## src/rtl/hostport_pkg.sv

```systemverilog
package hostport_pkg;

    localparam int ADDR_W = 3;
    localparam int BYTE_W = 8;
    localparam int NBYTES = 3;
    localparam int WORD_W = NBYTES * BYTE_W;
    localparam int VEC_W  = 6;
    localparam int DBASE  = (1 << ADDR_W) - NBYTES;

    localparam logic [ADDR_W-1:0] A_CTRL = 3'd0;
    localparam logic [ADDR_W-1:0] A_CMD  = 3'd1;
    localparam logic [ADDR_W-1:0] A_STAT = 3'd2;
    localparam logic [ADDR_W-1:0] A_IVEC = 3'd3;
    localparam logic [ADDR_W-1:0] A_GAP  = 3'd4;
    localparam logic [ADDR_W-1:0] A_DLO  = 3'd7;

    localparam logic [BYTE_W-1:0] IVEC_RST   = 8'h0F;
    localparam logic [VEC_W-1:0]  CMDVEC_RST = 6'h12;

    typedef enum logic [1:0] {
        XFER_IRQ   = 2'b00,
        XFER_DMA24 = 2'b01,
        XFER_DMA16 = 2'b10,
        XFER_DMA8  = 2'b11
    } xfer_mode_e;

    typedef struct packed {
        logic       init;
        xfer_mode_e mode;
        logic       hf1;
        logic       hf0;
        logic       rsv;
        logic       tx_en;
        logic       rx_en;
    } ctrl_t;

    typedef struct packed {
        logic req;
        logic dma;
        logic rsv;
        logic hf3;
        logic hf2;
        logic trdy;
        logic txde;
        logic rxdf;
    } stat_t;

    function automatic logic req_calc(xfer_mode_e mode, logic rx_en, logic tx_en,
                                      logic txde, logic rxdf);
        logic r;
        if (mode == XFER_IRQ) begin
            r = (rx_en & rxdf) | (tx_en & txde);
        end else begin
            case ({tx_en, rx_en})
                2'b01:   r = rxdf;
                2'b10:   r = txde;
                default: r = 1'b0;
            endcase
        end
        return r;
    endfunction

endpackage

```

## src/rtl/hp_ctrl_regs.sv

```systemverilog
module hp_ctrl_regs
    import hostport_pkg::*;
(
    input  logic                clk,
    input  logic                rst,
    input  logic                wr,
    input  logic [ADDR_W-1:0]   addr,
    input  logic [BYTE_W-1:0]   wdata,
    input  logic                hc_ack,
    output ctrl_t               ctrl,
    output logic                hc,
    output logic [VEC_W-1:0]    hc_vec,
    output logic [BYTE_W-1:0]   ivec,
    output logic                init_pulse
);

    logic ctrl_wr;
    assign ctrl_wr    = wr && (addr == A_CTRL);
    assign init_pulse = ctrl_wr && wdata[7];

    always_ff @(posedge clk) begin
        if (rst) begin
            ctrl   <= '0;
            hc     <= 1'b0;
            hc_vec <= CMDVEC_RST;
            ivec   <= IVEC_RST;
        end else begin
            if (ctrl_wr) begin
                ctrl.init  <= 1'b0;
                ctrl.mode  <= xfer_mode_e'(wdata[6:5]);
                ctrl.hf1   <= wdata[4];
                ctrl.hf0   <= wdata[3];
                ctrl.rsv   <= 1'b0;
                ctrl.tx_en <= wdata[1];
                ctrl.rx_en <= wdata[0];
            end
            if (wr && (addr == A_CMD)) begin
                hc     <= wdata[7];
                hc_vec <= wdata[VEC_W-1:0];
            end else if (hc_ack) begin
                hc <= 1'b0;
            end
            if (wr && (addr == A_IVEC)) begin
                ivec <= wdata;
            end
        end
    end

endmodule

```

## src/rtl/hp_tx_path.sv

```systemverilog
module hp_tx_path
    import hostport_pkg::*;
#(
    parameter int NB = NBYTES
) (
    input  logic                      clk,
    input  logic                      rst,
    input  logic                      wr,
    input  logic [ADDR_W-1:0]         addr,
    input  logic [BYTE_W-1:0]         wdata,
    input  logic                      init_pulse,
    input  logic                      tx_taken,
    output logic [NB-1:0][BYTE_W-1:0] tx_word,
    output logic                      tx_valid,
    output logic                      txde,
    output logic                      trdy
);

    localparam int BASE = (1 << ADDR_W) - NB;
    localparam logic [ADDR_W-1:0] LO_ADDR = ADDR_W'(BASE + NB - 1);

    logic [NB-1:0][BYTE_W-1:0] hold;
    logic lo_wr;

    assign lo_wr = wr && (addr == LO_ADDR);
    assign trdy  = txde && !tx_valid;

    for (genvar i = 0; i < NB; i++) begin : g_slot
        localparam logic [ADDR_W-1:0] SLOT_A = ADDR_W'(BASE + i);
        always_ff @(posedge clk) begin
            if (rst) begin
                hold[NB-1-i] <= '0;
            end else if (wr && (addr == SLOT_A)) begin
                hold[NB-1-i] <= wdata;
            end
        end
    end

    always_ff @(posedge clk) begin
        if (rst) begin
            tx_word  <= '0;
            tx_valid <= 1'b0;
            txde     <= 1'b1;
        end else begin
            if (tx_valid && tx_taken) begin
                tx_valid <= 1'b0;
            end
            if (init_pulse) begin
                txde <= 1'b1;
            end else if (lo_wr) begin
                txde <= 1'b0;
            end else if (!txde && !tx_valid) begin
                tx_word  <= hold;
                tx_valid <= 1'b1;
                txde     <= 1'b1;
            end
        end
    end

endmodule

```

## src/rtl/hp_rx_path.sv

```systemverilog
module hp_rx_path
    import hostport_pkg::*;
#(
    parameter int NB = NBYTES
) (
    input  logic                      clk,
    input  logic                      rst,
    input  logic                      rd,
    input  logic [ADDR_W-1:0]         addr,
    input  logic                      init_pulse,
    input  logic                      rx_load,
    input  logic [NB*BYTE_W-1:0]      rx_word,
    output logic [NB-1:0][BYTE_W-1:0] rx_hold,
    output logic                      rxdf,
    output logic                      rx_taken
);

    localparam logic [ADDR_W-1:0] LO_ADDR = ADDR_W'((1 << ADDR_W) - 1);

    logic [NB*BYTE_W-1:0] rx_buf;
    logic pend;
    logic lo_rd;

    assign lo_rd = rd && (addr == LO_ADDR);

    always_ff @(posedge clk) begin
        if (rst) begin
            rx_buf   <= '0;
            pend     <= 1'b0;
            rx_hold  <= '0;
            rxdf     <= 1'b0;
            rx_taken <= 1'b0;
        end else begin
            rx_taken <= 1'b0;
            if (rx_load && !pend) begin
                rx_buf <= rx_word;
                pend   <= 1'b1;
            end
            if (init_pulse || lo_rd) begin
                rxdf <= 1'b0;
            end else if (pend && !rxdf) begin
                rx_hold  <= rx_buf;
                rxdf     <= 1'b1;
                pend     <= 1'b0;
                rx_taken <= 1'b1;
            end
        end
    end

endmodule

```

## src/rtl/hp_req_logic.sv

```systemverilog
module hp_req_logic
    import hostport_pkg::*;
(
    input  xfer_mode_e mode,
    input  logic       rx_en,
    input  logic       tx_en,
    input  logic       txde,
    input  logic       rxdf,
    output logic       req
);

    assign req = req_calc(mode, rx_en, tx_en, txde, rxdf);

endmodule

```

## src/rtl/host_byte_regs.sv

```systemverilog
module host_byte_regs
    import hostport_pkg::*;
(
    input  logic                clk,
    input  logic                rst,
    input  logic [ADDR_W-1:0]   hp_addr,
    input  logic [BYTE_W-1:0]   hp_wdata,
    input  logic                hp_wr,
    input  logic                hp_rd,
    output logic [BYTE_W-1:0]   hp_rdata,
    output logic                hp_req,
    output logic                host_flag0,
    output logic                host_flag1,
    input  logic                dsp_flag2,
    input  logic                dsp_flag3,
    output logic                cmd_pending,
    output logic [VEC_W-1:0]    cmd_vector,
    input  logic                cmd_ack,
    output logic [WORD_W-1:0]   tx_word,
    output logic                tx_valid,
    input  logic                tx_taken,
    input  logic [WORD_W-1:0]   rx_word,
    input  logic                rx_load,
    output logic                rx_taken
);

    ctrl_t ctrl;
    stat_t stat;
    logic [BYTE_W-1:0] ivec;
    logic init_pulse;
    logic txde, rxdf, trdy;
    logic [NBYTES-1:0][BYTE_W-1:0] tx_bytes;
    logic [NBYTES-1:0][BYTE_W-1:0] rx_hold;

    hp_ctrl_regs u_ctrl (
        .clk(clk), .rst(rst), .wr(hp_wr), .addr(hp_addr), .wdata(hp_wdata),
        .hc_ack(cmd_ack), .ctrl(ctrl), .hc(cmd_pending), .hc_vec(cmd_vector),
        .ivec(ivec), .init_pulse(init_pulse)
    );

    hp_tx_path #(.NB(NBYTES)) u_tx (
        .clk(clk), .rst(rst), .wr(hp_wr), .addr(hp_addr), .wdata(hp_wdata),
        .init_pulse(init_pulse), .tx_taken(tx_taken), .tx_word(tx_bytes),
        .tx_valid(tx_valid), .txde(txde), .trdy(trdy)
    );

    hp_rx_path #(.NB(NBYTES)) u_rx (
        .clk(clk), .rst(rst), .rd(hp_rd), .addr(hp_addr), .init_pulse(init_pulse),
        .rx_load(rx_load), .rx_word(rx_word), .rx_hold(rx_hold),
        .rxdf(rxdf), .rx_taken(rx_taken)
    );

    hp_req_logic u_req (
        .mode(ctrl.mode), .rx_en(ctrl.rx_en), .tx_en(ctrl.tx_en),
        .txde(txde), .rxdf(rxdf), .req(hp_req)
    );

    assign tx_word    = tx_bytes;
    assign host_flag0 = ctrl.hf0;
    assign host_flag1 = ctrl.hf1;

    always_comb begin
        stat.req  = hp_req;
        stat.dma  = (ctrl.mode != XFER_IRQ);
        stat.rsv  = 1'b0;
        stat.hf3  = dsp_flag3;
        stat.hf2  = dsp_flag2;
        stat.trdy = trdy;
        stat.txde = txde;
        stat.rxdf = rxdf;
    end

    always_comb begin
        hp_rdata = '0;
        case (hp_addr)
            A_CTRL:  hp_rdata = ctrl;
            A_CMD:   hp_rdata = {cmd_pending, 1'b0, cmd_vector};
            A_STAT:  hp_rdata = stat;
            A_IVEC:  hp_rdata = ivec;
            A_GAP:   hp_rdata = '0;
            default: begin
                for (int i = 0; i < NBYTES; i++) begin
                    if (hp_addr == ADDR_W'(DBASE + i)) hp_rdata = rx_hold[NBYTES-1-i];
                end
            end
        endcase
    end

endmodule

```

## config.mk

```make
export PLATFORM = sky130hd
export DESIGN_NAME = host_byte_regs
export DESIGN_NICKNAME = d
export VERILOG_FILES = /design/src/rtl/hostport_pkg.sv /design/src/rtl/hp_ctrl_regs.sv /design/src/rtl/hp_tx_path.sv /design/src/rtl/hp_rx_path.sv /design/src/rtl/hp_req_logic.sv /design/src/rtl/host_byte_regs.sv
export SDC_FILE = /design/constraint.sdc
export NUM_CORES = 1
export LEC_CHECK = 0
export BUFFER_PORTS_ARGS = -buffer_cell sky130_fd_sc_hd__buf_2
export CAP_MARGIN = 20
export CELL_PAD_IN_SITES_DETAIL_PLACEMENT = 1
export CELL_PAD_IN_SITES_GLOBAL_PLACEMENT = 1
export CORE_MARGIN = 3
export CORE_UTILIZATION = 40
export CTS_BUF_LIST = sky130_fd_sc_hd__clkbuf_2
export DETAILED_ROUTE_END_ITERATION = 12
export GPL_ROUTABILITY_DRIVEN = 0
export PLACE_DENSITY = 0.78
export SLEW_MARGIN = 20
export SYNTH_ARGS = -nofsm -noshare
export SYNTH_HDL_FRONTEND = slang
export SYNTH_SLANG_ARGS = --single-unit
```

## constraint.sdc

```tcl
create_clock -name clk -period 2.5 [get_ports clk]
set_clock_uncertainty 0.05 [all_clocks]
set_input_delay 0.125 -clock clk [delete_from_list [all_inputs] [get_ports clk]]
set_output_delay 0.125 -clock clk [all_outputs]
set_load 0.005 [all_outputs]
```

==> flow_summary.toml <==
[floorplan]
die_x_um = 122
dieArea_um2 = 15000
core.rowCount = 41
core_um2 = 12900
start_util_pct = 41.9
die_h_um = 122
ios = 88

[clocking]
cts.clk_slew.worst_paths_ps = 180
clk_latency_ps = 690
cts_root_buf = "clkbuf_2"
cts_tree = "yes"
cts_setup_buffers = 0
cts_buffer_depth = 2
cts_sinks = 122
h-tree-depth = 4
cts_made_buffers = 17

[placed_design]
dpl.hpwl_mm = 10.1
placed_cells = 821
dpl-instance-area_um2 = 5940
place_ws_ps = 537
io_buffers = 87

[setup_path]
r2r_slack_ps = 670
start_kind = "flip-flop"
path_cells = "inv_1, ha_1, nand2b_1, o32ai_2, o311a_1, buf_2"
worst-setup-path-type = "flip-flop to output pin"
critPathMaxFanout = 5
worstPathRequired_ps = 2330
endpoint = "hp_rdata[7]"
r2r_end = "u_rx.rx_buf[11]"
endpoint_kind = "output pin"
critPathMaxStageDelay_ps = 410
crit_slowest_cell = "dfxtp_4"
crit_start = "u_ctrl.ctrl[1]"
r2r_cells = 3
arrival_ps = 2180
worstReg2RegStart = "u_rx.pend"

[synth]
synth_area_um2 = 5420
synthFlopType = "dfxtp_1"
synthTopCellsByArea = "dfxtp_1, nand2b_1, mux2i_1"
ys_ff_latch = 122
synth_edf_count = 0
synth_top_area_share_pct = 45.0
synth.avg_cell_area_um2 = 9.07
ys_seq_area_share_pct = 45.0
ys_async_sr_fraction_pct = 0
ys_warn_count = 0
yosysTopAreaCell = "dfxtp_1"
syn_nets = 644
synthCells = 598
ys_types = 45

[sta]
max_freq_mhz = 425
finalCritPeriodShare_pct = 94.0
timing.slew.headroom_pct = 36.0
maxSlewViolCount = 0
timing.final.ws_setup_ps = 149
hold_viol_final = 0
min_period_ps = 2350
worst_slew_pin_slew_ps = 960
setup_tns_ps = 0
setup_viol = 0

[finish]
stdcell_area_um2 = 6840
nets = 781
fin_cells = 921
syn_to_final_growth_pct = 26.2
drive_gt1_share_pct = 20.2
nFillCells = 1550

[power_and_ir_drop]
vdd_drop_max_v = 0.000359
p_leak_nw = 2.56
finalPower_mw = 3.71
power_density_nw_per_um2 = 542

[route]
drt_iter0_drc = 213
vias_per_cell = 5.10
wl_per_cell_um = 17.0
totalWireLength_mm = 15.7
drcViolationCount = 0
drtPass1Iterations = 4
ant_nets = 0
num_vias = 4700

[grt]
antenna_found_initial = 1
grt_max_degree = 111
grt_pass1_vias = 4946
grt_pass1_wl_mm = 24.4
grt_usage_pct = 21.2
overflow = 0

[min_path]
hold_path_class = "primary input to flip-flop"

[run]
cap_violations = 0

[outcome]
outcome = "finished, final reports clean"
[power breakdown]
part | total, mW | switching [mW] | internal, mW | leakage (nW)
clock network | 1.19 | 0.725 | 0.464 | 0.145
registers | 2.04 | 0.0417 | 2.00 | 0.991
logic | 0.474 | 0.241 | 0.233 | 1.43
total | 3.71 | 1.01 | 2.70 | 2.56
[stage by stage]
| step | utilization, % | hold slack (ps) |
|---|---|---|
| after floorplan | - | 193 |
| after global placement | 46.0 | 315 |
| after detailed placement | 46.0 | 325 |
| after CTS | 52.8 | 9.46 |
| after global routing | 52.9 | 12.1 |
| final | 52.9 | 51.6 |
[critical path: cells and delay by family (launching register included)]
family,cells,cell delay (ps)
AOI/OAI and AO/OA,2,450
DFF,1,410
adders and majority gates,1,300
and+or+nand+nor,1,170
buffers and inverters,2,160
[layer usage]
layer,global-route usage (%),vias to the layer above,share of wire [%]
met4,7.56,0,2.4
met3,5.62,30,3.9
met5,0,-,0
met2,39.3,110,53
li1,-,2287,-
met1,23.2,2273,41
[state kept, by name (all words and copies together) (netlist names)]
register	count
u_rx.pend	1
u_ctrl.hc	1
u_rx.rx_buf	24
u_tx.tx_valid	1
u_rx.rx_taken	1
u_rx.rxdf	1
u_rx.rx_hold	24
u_tx.tx_word	24
u_tx.txde	1
u_ctrl.hc_vec	6
u_tx.hold	24
u_ctrl.ivec	8
u_ctrl.ctrl	6
[how the worst min path moves through the flow]
stage / from / end / cells after the start
after floorplan: hp_wdata[1] / u_ctrl.hc_vec[1] / 1
after global placement: rx_word[11] / u_rx.rx_buf[11] / 3
after detailed placement: rx_word[21] / u_rx.rx_buf[21] / 3
after CTS: hp_addr[0] / u_tx.hold[3] / 4
after global routing: hp_addr[0] / u_tx.hold[7] / 4
final: hp_addr[0] / u_tx.hold[7] / 4
[cells by family after synthesis]
kind of cell               count (synthesis)  share of synthesized area (%)
AOI/OAI and AO/OA                         85                           10.1
adders and majority gates                  2                          0.462
buffers and inverters                     50                           4.55
DFF                                      122                           45.0
muxes                                     72                           14.4
and+or+nand+nor                          267                           25.5
[timing repair]
action	CTS	global route
endpoints found under the setup margin	1	1
endpoints found under the hold margin	89	0
gates cloned	0	0
hold buffers	67	0
resized for setup	1	4
[synthesized netlist by cell type (2+ instances only)]
cell and number:
dfxtp_1 122, nand2_1 122, nand2b_1 100, mux2i_1 61, a21oi_1 55, clkbuf_1 31
nor2_1 16, buf_6 7, mux2_2 7, inv_1 6, a22oi_1 5, buf_2 5
nor2b_1 5, o21ai_0 5, a32oi_1 4, mux4_2 4, nand3b_1 4, a21o_1 3
and4b_1 3, nand4b_1 3, a2111oi_4 2, a211o_1 2, ha_1 2, o2bb2ai_1 2
or3b_2 2
[cell usage in the layout (no fill, tap or decap), types with 2 or more instances in the layout]
cell type      netlist  final
nor2b_1              5      5
ha_1                 2      2
buf_4                0      7
or3b_2               2      2
a22oi_1              5      4
a21oi_1             55     55
dlygate4sd3_1        0     67
nand4b_1             3      3
nand3b_1             4      4
a21o_1               3      3
clkbuf_2             0     22
nor2_1              16     16
a32oi_1              4      4
mux2_2               7      7
buf_12               0      2
inv_1                6      6
dfxtp_1            122    120
clkinv_2             0      6
mux4_2               4      4
nand2_1            122    122
nand2b_1           100    100
o21ai_0              5      5
bufinv_16            0      2
buf_2                5     86
and4b_1              3      3
a2111oi_4            2      2
o2bb2ai_1            2      2
mux2i_1             61     61
a211o_1              2      2
[layout make-up]
type	instances	area (um^2)	share of cell area [%]
inverter	6	22.5	0.329
clock inverter	10	101	1.48
tap	172	215	3.14
sequential	122	2450	35.8
timing repair buffer	162	1190	17.4
multi-input combinational	426	2750	40.2
antenna	1	2.50	0.0366
clock buffer	22	110	1.61
No activity file was read; power rests on OpenSTA's default activity.
